[src/rtl/wpdc_pkg.sv]
// Package: shared encodings for the write-policy cache controller.
// Assumes a 2-bit size code and a two-state store sequencer.
package wpdc_pkg;
    typedef enum logic [1:0] {
        SZ_BYTE = 2'b00,
        SZ_HALF = 2'b01,
        SZ_LONG = 2'b10,
        SZ_RSVD = 2'b11
    } acc_size_e;

    typedef enum logic {
        ST_IDLE = 1'b0,
        ST_WAIT = 1'b1
    } wr_state_e;
endpackage

[src/rtl/wpdc_lanes.sv]
// Module: wpdc_lanes
// Turns size and byte offset into byte enables and places right-justified
// store data on its byte lanes (offset k -> lane k). Flags misaligned or
// reserved sizes. Assumes BYTES is a power of two and at least 4.
module wpdc_lanes #(
    parameter int DATA_W = 32,
    localparam int BYTES = DATA_W / 8,
    localparam int OFF_W = $clog2(BYTES)
) (
    input  logic [1:0]        size,
    input  logic [OFF_W-1:0]  offs,
    input  logic [DATA_W-1:0] data,
    output logic [BYTES-1:0]  be,
    output logic [DATA_W-1:0] lane_data,
    output logic              bad
);
    import wpdc_pkg::*;

    int nb;

    // Decode access width, alignment and the enabled lanes.
    always_comb begin
        case (acc_size_e'(size))
            SZ_BYTE: nb = 1;
            SZ_HALF: nb = 2;
            SZ_LONG: nb = BYTES;
            default: nb = 0;
        endcase
        bad = (nb == 0) || ((int'(offs) & (nb - 1)) != 0);
        for (int b = 0; b < BYTES; b++) begin
            be[b] = !bad && (b >= int'(offs)) && (b < int'(offs) + nb);
        end
    end

    // Shift the store data onto its lanes.
    always_comb lane_data = data << {offs, 3'b000};
endmodule

[src/rtl/wpdc_store.sv]
// Module: wpdc_store
// Direct-mapped line storage: tags, valid and modified flags, and word data.
// One lookup port, one probe port, one byte-masked word write, one full-line
// install. Assumes the caller never asserts wr_en and fill_en together.
module wpdc_store #(
    parameter int DATA_W = 32,
    parameter int LINES  = 16,
    parameter int WORDS  = 4,
    parameter int TAG_W  = 24,
    localparam int BYTES = DATA_W / 8,
    localparam int IDX_W = $clog2(LINES),
    localparam int WSEL_W = $clog2(WORDS)
) (
    input  logic                    clk,
    input  logic                    rst_n,
    input  logic [IDX_W-1:0]        lk_idx,
    input  logic [TAG_W-1:0]        lk_tag,
    output logic                    lk_hit,
    input  logic [IDX_W-1:0]        pr_idx,
    input  logic [TAG_W-1:0]        pr_tag,
    input  logic [WSEL_W-1:0]       pr_word,
    output logic                    pr_hit,
    output logic                    pr_mod,
    output logic [DATA_W-1:0]       pr_data,
    input  logic                    wr_en,
    input  logic                    wr_set_mod,
    input  logic [IDX_W-1:0]        wr_idx,
    input  logic [WSEL_W-1:0]       wr_word,
    input  logic [BYTES-1:0]        wr_be,
    input  logic [DATA_W-1:0]       wr_data,
    input  logic                    fill_en,
    input  logic [IDX_W-1:0]        fill_idx,
    input  logic [TAG_W-1:0]        fill_tag,
    input  logic [WORDS*DATA_W-1:0] fill_data
);
    logic [LINES-1:0]  valid_q;
    logic [LINES-1:0]  mod_q;
    logic [TAG_W-1:0]  tag_q [LINES];
    logic [DATA_W-1:0] dat_q [LINES][WORDS];

    // Line flags: cleared by reset, set by install, modified set by copyback.
    always_ff @(posedge clk) begin
        if (!rst_n) begin
            valid_q <= '0;
            mod_q   <= '0;
        end else if (fill_en) begin
            valid_q[fill_idx] <= 1'b1;
            mod_q[fill_idx]   <= 1'b0;
        end else if (wr_en && wr_set_mod) begin
            mod_q[wr_idx] <= 1'b1;
        end
    end

    // Tag capture on install.
    always_ff @(posedge clk) begin
        if (fill_en) tag_q[fill_idx] <= fill_tag;
    end

    // Word data per word slot: whole-line install or byte-masked merge.
    for (genvar w = 0; w < WORDS; w++) begin : g_word
        always_ff @(posedge clk) begin
            if (fill_en) begin
                dat_q[fill_idx][w] <= fill_data[w*DATA_W +: DATA_W];
            end else if (wr_en && (wr_word == WSEL_W'(w))) begin
                for (int b = 0; b < BYTES; b++) begin
                    if (wr_be[b]) dat_q[wr_idx][w][b*8 +: 8] <= wr_data[b*8 +: 8];
                end
            end
        end
    end

    // Hit detection for the store path.
    always_comb lk_hit = valid_q[lk_idx] && (tag_q[lk_idx] == lk_tag);

    // Observation path.
    always_comb begin
        pr_hit  = valid_q[pr_idx] && (tag_q[pr_idx] == pr_tag);
        pr_mod  = mod_q[pr_idx];
        pr_data = dat_q[pr_idx][pr_word];
    end
endmodule

[src/rtl/wpdc_seq.sv]
// Module: wpdc_seq
// Store sequencer. In idle it classifies a request as error, copyback hit,
// write-through hit or miss; the last two wait for the memory acknowledge.
// A line install in the same cycle defers the request. Assumes req_valid
// is held until req_done.
module wpdc_seq (
    input  logic clk,
    input  logic rst_n,
    input  logic req_valid,
    input  logic fill_busy,
    input  logic bad,
    input  logic hit,
    input  logic copyback,
    input  logic mem_ack,
    output logic upd_en,
    output logic set_mod,
    output logic load_mem,
    output logic req_done,
    output logic req_err,
    output logic mem_req
);
    import wpdc_pkg::*;

    wr_state_e state_q, state_d;
    logic      go;

    // Classify the request and produce the per-cycle strobes.
    always_comb begin
        go       = (state_q == ST_IDLE) && req_valid && !fill_busy;
        req_err  = go && bad;
        upd_en   = go && !bad && hit;
        set_mod  = upd_en && copyback;
        load_mem = go && !bad && !(hit && copyback);
        req_done = req_err || set_mod || ((state_q == ST_WAIT) && mem_ack);
        mem_req  = (state_q == ST_WAIT);
    end

    // Next-state selection.
    always_comb begin
        state_d = state_q;
        case (state_q)
            ST_IDLE: if (load_mem) state_d = ST_WAIT;
            ST_WAIT: if (mem_ack)  state_d = ST_IDLE;
            default: state_d = ST_IDLE;
        endcase
    end

    // State register.
    always_ff @(posedge clk) begin
        if (!rst_n) state_q <= ST_IDLE;
        else        state_q <= state_d;
    end
endmodule

[src/rtl/wpdc_ctrl.sv]
// Module: wpdc_ctrl (top)
// Write-hit controller of a direct-mapped data cache with per-access
// write-through or copyback policy. Splits the address, forms lanes,
// looks up the line, sequences the store and holds the outgoing memory
// write. Assumes 32-bit words and req_valid held until req_done.
module wpdc_ctrl #(
    parameter int ADDR_W = 32,
    parameter int DATA_W = 32,
    parameter int LINES  = 16,
    parameter int WORDS  = 4,
    localparam int BYTES  = DATA_W / 8,
    localparam int OFF_W  = $clog2(BYTES),
    localparam int WSEL_W = $clog2(WORDS),
    localparam int IDX_W  = $clog2(LINES),
    localparam int TAG_W  = ADDR_W - IDX_W - WSEL_W - OFF_W,
    localparam int LINE_W = ADDR_W - WSEL_W - OFF_W,
    localparam int WADR_W = ADDR_W - OFF_W
) (
    input  logic                    clk,
    input  logic                    rst_n,
    input  logic                    req_valid,
    input  logic [ADDR_W-1:0]       req_addr,
    input  logic [1:0]              req_size,
    input  logic [DATA_W-1:0]       req_data,
    input  logic                    req_copyback,
    output logic                    req_done,
    output logic                    req_err,
    output logic                    mem_req,
    output logic [ADDR_W-1:0]       mem_addr,
    output logic [BYTES-1:0]        mem_be,
    output logic [DATA_W-1:0]       mem_data,
    input  logic                    mem_ack,
    input  logic                    fill_valid,
    input  logic [LINE_W-1:0]       fill_line_addr,
    input  logic [WORDS*DATA_W-1:0] fill_data,
    input  logic [WADR_W-1:0]       probe_addr,
    output logic                    probe_hit,
    output logic                    probe_mod,
    output logic [DATA_W-1:0]       probe_data,
    output logic                    upd_en,
    output logic [IDX_W-1:0]        upd_index,
    output logic [WSEL_W-1:0]       upd_word,
    output logic [BYTES-1:0]        upd_be,
    output logic [DATA_W-1:0]       upd_data,
    output logic                    upd_set_mod
);
    logic [OFF_W-1:0]  r_off;
    logic [WSEL_W-1:0] r_word;
    logic [IDX_W-1:0]  r_idx;
    logic [TAG_W-1:0]  r_tag;
    logic [BYTES-1:0]  lane_be;
    logic [DATA_W-1:0] lane_data;
    logic              lane_bad;
    logic              hit;
    logic              load_mem;
    logic [ADDR_W-1:0] mem_addr_q;
    logic [BYTES-1:0]  mem_be_q;
    logic [DATA_W-1:0] mem_data_q;

    // Address split of the store.
    always_comb begin
        r_off  = req_addr[OFF_W-1:0];
        r_word = req_addr[OFF_W +: WSEL_W];
        r_idx  = req_addr[OFF_W+WSEL_W +: IDX_W];
        r_tag  = req_addr[ADDR_W-1 -: TAG_W];
    end

    wpdc_lanes #(.DATA_W(DATA_W)) u_lanes (
        .size      (req_size),
        .offs      (r_off),
        .data      (req_data),
        .be        (lane_be),
        .lane_data (lane_data),
        .bad       (lane_bad)
    );

    wpdc_store #(
        .DATA_W(DATA_W), .LINES(LINES), .WORDS(WORDS), .TAG_W(TAG_W)
    ) u_store (
        .clk        (clk),
        .rst_n      (rst_n),
        .lk_idx     (r_idx),
        .lk_tag     (r_tag),
        .lk_hit     (hit),
        .pr_idx     (probe_addr[WSEL_W +: IDX_W]),
        .pr_tag     (probe_addr[WADR_W-1 -: TAG_W]),
        .pr_word    (probe_addr[WSEL_W-1:0]),
        .pr_hit     (probe_hit),
        .pr_mod     (probe_mod),
        .pr_data    (probe_data),
        .wr_en      (upd_en),
        .wr_set_mod (upd_set_mod),
        .wr_idx     (r_idx),
        .wr_word    (r_word),
        .wr_be      (lane_be),
        .wr_data    (lane_data),
        .fill_en    (fill_valid),
        .fill_idx   (fill_line_addr[IDX_W-1:0]),
        .fill_tag   (fill_line_addr[LINE_W-1 -: TAG_W]),
        .fill_data  (fill_data)
    );

    wpdc_seq u_seq (
        .clk       (clk),
        .rst_n     (rst_n),
        .req_valid (req_valid),
        .fill_busy (fill_valid),
        .bad       (lane_bad),
        .hit       (hit),
        .copyback  (req_copyback),
        .mem_ack   (mem_ack),
        .upd_en    (upd_en),
        .set_mod   (upd_set_mod),
        .load_mem  (load_mem),
        .req_done  (req_done),
        .req_err   (req_err),
        .mem_req   (mem_req)
    );

    // Capture the outgoing memory write when a store is sent to memory.
    always_ff @(posedge clk) begin
        if (!rst_n) begin
            mem_addr_q <= '0;
            mem_be_q   <= '0;
            mem_data_q <= '0;
        end else if (load_mem) begin
            mem_addr_q <= req_addr;
            mem_be_q   <= lane_be;
            mem_data_q <= lane_data;
        end
    end

    // Drive the memory and array-update outputs.
    always_comb begin
        mem_addr  = mem_addr_q;
        mem_be    = mem_be_q;
        mem_data  = mem_data_q;
        upd_index = r_idx;
        upd_word  = r_word;
        upd_be    = lane_be;
        upd_data  = lane_data;
    end
endmodule

[config.mk]
export PLATFORM = sky130hd
export DESIGN_NAME = wpdc_ctrl
export DESIGN_NICKNAME = d
export VERILOG_FILES = /design/src/rtl/wpdc_pkg.sv /design/src/rtl/wpdc_lanes.sv /design/src/rtl/wpdc_store.sv /design/src/rtl/wpdc_seq.sv /design/src/rtl/wpdc_ctrl.sv
export SDC_FILE = /design/constraint.sdc
export NUM_CORES = 2
export LEC_CHECK = 0
export ABC_AREA = 1
export ABC_CLOCK_PERIOD_IN_PS = 7670
export BUFFER_PORTS_ARGS = -buffer_cell sky130_fd_sc_hd__clkbuf_2
export CAP_MARGIN = 20
export CELL_PAD_IN_SITES_DETAIL_PLACEMENT = 0
export CELL_PAD_IN_SITES_GLOBAL_PLACEMENT = 1
export CORE_AREA = 8 8 497 499
export CTS_CLUSTER_SIZE = 12
export DETAILED_ROUTE_END_ITERATION = 10
export DIE_AREA = 0 0 505 507
export GPL_TIMING_DRIVEN = 1
export HOLD_SLACK_MARGIN = 0.05
export PLACE_DENSITY_LB_ADDON = 0.3
export SLEW_MARGIN = 20
export SYNTH_ARGS = -nofsm -noshare
export SYNTH_HDL_FRONTEND = slang
export SYNTH_SLANG_ARGS = --single-unit
[constraint.sdc]
create_clock -name clk -period 7.67 [get_ports clk]
set_clock_uncertainty 0.15 [all_clocks]
set_input_delay 0.767 -clock clk [delete_from_list [all_inputs] [get_ports clk]]
set_output_delay 0.767 -clock clk [all_outputs]
set_load 0.05 [all_outputs]
==> results.py <==
metrics = {
    "run_status": {
        "status": "completed",
    },
    "critical_path": {
        "critPathMaxFanout": 120,
        "worstSetupEndpointType": "output port",
        "critPathKind": "in -> out",
        "cp.required_ns": 6.75,
        "crit_arrival_ns": 5.13,
        "start_kind": "input pin",
    },
    "detailed_routing": {
        "ant_nets": 0,
        "vias": 80900,
        "met3_length_um": 35200,
        "wire_per_inst_um": 29.2,
        "drt-met1-wl_um": 148000,
        "firstDrtPassIters": 8,
        "drc_errors": 0,
        "drt-total-wl_um": 387000,
        "wl_met2_um": 177000,
        "drt_iter0_drc": 10000,
        "highest_layer": "met5",
        "viasPerCell": 6.09,
    },
    "grt": {
        "grt_antenna_before_repair": 35,
        "grt_pass1_wl_um": 548000,
        "grt_max_degree": 210,
        "track_usage_pct": 29.0,
        "grt_pass1_vias": 76200,
        "grt-ovfl-total": 0,
    },
    "timing": {
        "min_period_over_period_pct": 78.8,
        "tns_ns": 0,
        "maxSlewViolCount": 0,
        "period_needed_ns": 6.05,
        "grt_setup_unrepaired": "no",
        "final-setup-viol-count": 0,
        "setup_ws_ns": 1.63,
        "hold_viol_final": 0,
        "max_clock_freq_mhz": 165,
        "relSlewSlack_pct": 21.7,
        "worst_pin_slew_ns": 1.17,
    },
    "power": {
        "internal-power_mw": 23.5,
        "p_leak_nw": 42.5,
        "powerDensity_nw_per_um2": 255,
        "p_total_mw": 31.0,
        "switching_share_pct": 24.3,
        "clockPowerShare_pct": 41.1,
        "power_switching_mw": 7.53,
        "ir_drop_uv": 181,
        "power_frac_seq_pct": 50.1,
        "pwr-share-comb_pct": 8.7,
    },
    "cts": {
        "cts_tree": "done",
        "cts_sinks": 2533,
        "cts-htree-levels": 5,
        "root_buffer": "clkbuf_16",
        "cts_buffers": 291,
        "cts_buffer_depth": 4,
        "post_cts_buffers": 0,
        "post_cts_resized": 0,
        "hold_buffers": 12,
        "clk_latency_ns": 0.98,
        "clkTransAtPathRegs_ns": 0.06,
    },
    "placed_design": {
        "placed_area_um2": 113000,
        "gp_congestion": 0.906,
        "hpwl_um": 238000,
        "place_ws_ns": 1.06,
        "io_buffers": 406,
    },
    "die": {
        "die_y_um": 507,
        "die_area_um2": 256000,
        "start_util_pct": 44.8,
        "row_count": 180,
        "ios": 407,
        "core_region_area_um2": 239000,
        "die_x_um": 505,
    },
    "layout": {
        "final_cell_mix": "edfxtp_1 (2432), nor2_1 (2015), o21ai_0 (1645)",
        "fin_area_um2": 122000,
        "n_fill_cell": 20900,
        "final_common_cell": "edfxtp_1",
        "area_growth_pct": 13.5,
        "layout-drive-gt1-share_pct": 11.1,
        "nets": 10200,
        "utilization_pct": 50.8,
    },
    "synthesis": {
        "yosysWarnings": 0,
        "syn_inst": 9612,
        "ys_types": 51,
        "synth_seq_cells": 2533,
        "synth_fp_nets": 9874,
        "syn_area_per_cell_um2": 11.1,
        "synthesis.area_um2": 107000,
        "seq_area_frac_synth_pct": 70.1,
    },
    "flow_run": {
        "maxCapViolations": 0,
    },
    "worst_hold_path": {
        "worstHoldPathType": "in -> reg",
    },
}
[Yosys cell counts, drive strengths merged]
| cell type | instances | share of area [%] |
|---|---|---|
| clkbuf | 612 | 2.1 |
| dfxtp | 101 | 1.9 |
| a21oi | 80 | 0.37 |
| o2111ai | 16 | 0.13 |
| o22ai | 691 | 4.0 |
| nor4 | 4 | 0.023 |
| o22a | 1 | 0.0082 |
| o21bai | 11 | 0.077 |
| o41ai | 1 | 0.0082 |
| fa | 1 | 0.019 |
| o31ai | 1 | 0.0070 |
| nor3b | 1 | 0.0070 |
| nand4 | 6 | 0.035 |
| o21a | 1 | 0.0070 |
| o32ai | 41 | 0.34 |
| o211ai | 16 | 0.11 |
| nor2 | 2041 | 7.2 |
| edfxtp | 2432 | 68 |
| a211oi | 2 | 0.014 |
| a22oi | 2 | 0.014 |
| xnor2 | 4 | 0.033 |
| buf | 101 | 0.53 |
| nor3 | 23 | 0.11 |
| inv | 138 | 0.48 |
| or2 | 1 | 0.0058 |
| a22o | 3 | 0.025 |
| a31oi | 2 | 0.012 |
| a32o | 3 | 0.028 |
| clkinv | 4 | 0.015 |
| a32oi | 3 | 0.025 |
| nand3 | 202 | 0.96 |
| ha | 3 | 0.035 |
| nand2 | 1343 | 4.8 |
| a221oi | 5 | 0.041 |
| xor2 | 4 | 0.033 |
| o21ai | 1657 | 7.7 |
| o221ai | 54 | 0.44 |
| and2 | 1 | 0.0058 |
[power groups by stage]
stage,Clock (mW),Combinational [mW],Sequential (mW)
floorplan,0,1.49,15.8
global placement,0,2.65,15.8
detailed placement,0,2.67,15.8
CTS,12.8,2.68,15.5
global route,13.3,2.88,15.6
finish,12.7,2.71,15.5
[per-layer routing]
layer  track usage [%]  up-vias
met5                 0        -
met4              17.2       28
met3              5.19      878
met2              45.7     4453
met1              37.8    40400
li1                  -    35200
[final cells by class]
| cell class | count | area, µm² | share of cell area, % |
|---|---|---|---|
| Multi-Input combinational cell | 6224 | 28800 | 23.7 |
| Sequential cell | 2533 | 75100 | 61.7 |
| Clock inverter | 84 | 623 | 0.513 |
| Clock buffer | 383 | 7820 | 6.43 |
| Inverter | 142 | 568 | 0.467 |
| Timing Repair Buffer | 709 | 4700 | 3.86 |
| Antenna cell | 21 | 52.6 | 0.0432 |
| Tap cell | 3185 | 3990 | 3.28 |
[metrics by stage]
stage	hold slack, ns	std cells
2_1_floorplan	0.290	9612
3_3_place_gp	0.304	12800
3_5_place_dp	0.306	12800
4_1_cts	0.0544	13300
5_1_grt	0.0790	13300
6_report	0.0847	13300
[sequential cells by signal, summed over array words and instances (netlist names)]
| name | count |
|---|---|
| mem_addr | 32 |
| mem_be | 4 |
| mem_data | 32 |
| u_seq.mem_req | 1 |
| u_store.dat_q | 2048 |
| u_store.mod_q | 16 |
| u_store.tag_q | 384 |
| u_store.valid_q | 16 |
[cells by family after synthesis]
kind of cell | synth area share [%]
compound gates | 13.4
buf+inv | 3.17
fa+ha+maj | 0.0537
xor+xnor | 0.0654
flops | 70.1
simple gates | 13.2
[worst max-delay path, cell delays in order]
cell and delay, ns:
buf_8 0.54, buf_12 0.48, buf_4 0.57, o21ai_0 0.18, o22ai_1 0.21, o21ai_0 0.10, o22ai_1 0.78, nor2_1 0.09
o22ai_1 0.83, clkbuf_2 0.46
[worst paths after layout]
path,startpoint,to,slack [ns],cells after the start
setup reg to reg,u_store.tag_q[9][13]$_DFFE_PP_,u_store.dat_q[9][107]$_DFFE_PP_,2.55,24
hold / removal,req_addr[29],mem_addr[29]$_SDFFE_PN0P_,0.08,3
hold reg to reg,u_store.mod_q[9]$_SDFFE_PN0P_,u_store.mod_q[9]$_SDFFE_PN0P_,0.31,2
setup / recovery,probe_addr[2],probe_data[30],1.63,10
Note: power is estimated with default switching activity, not from simulation.
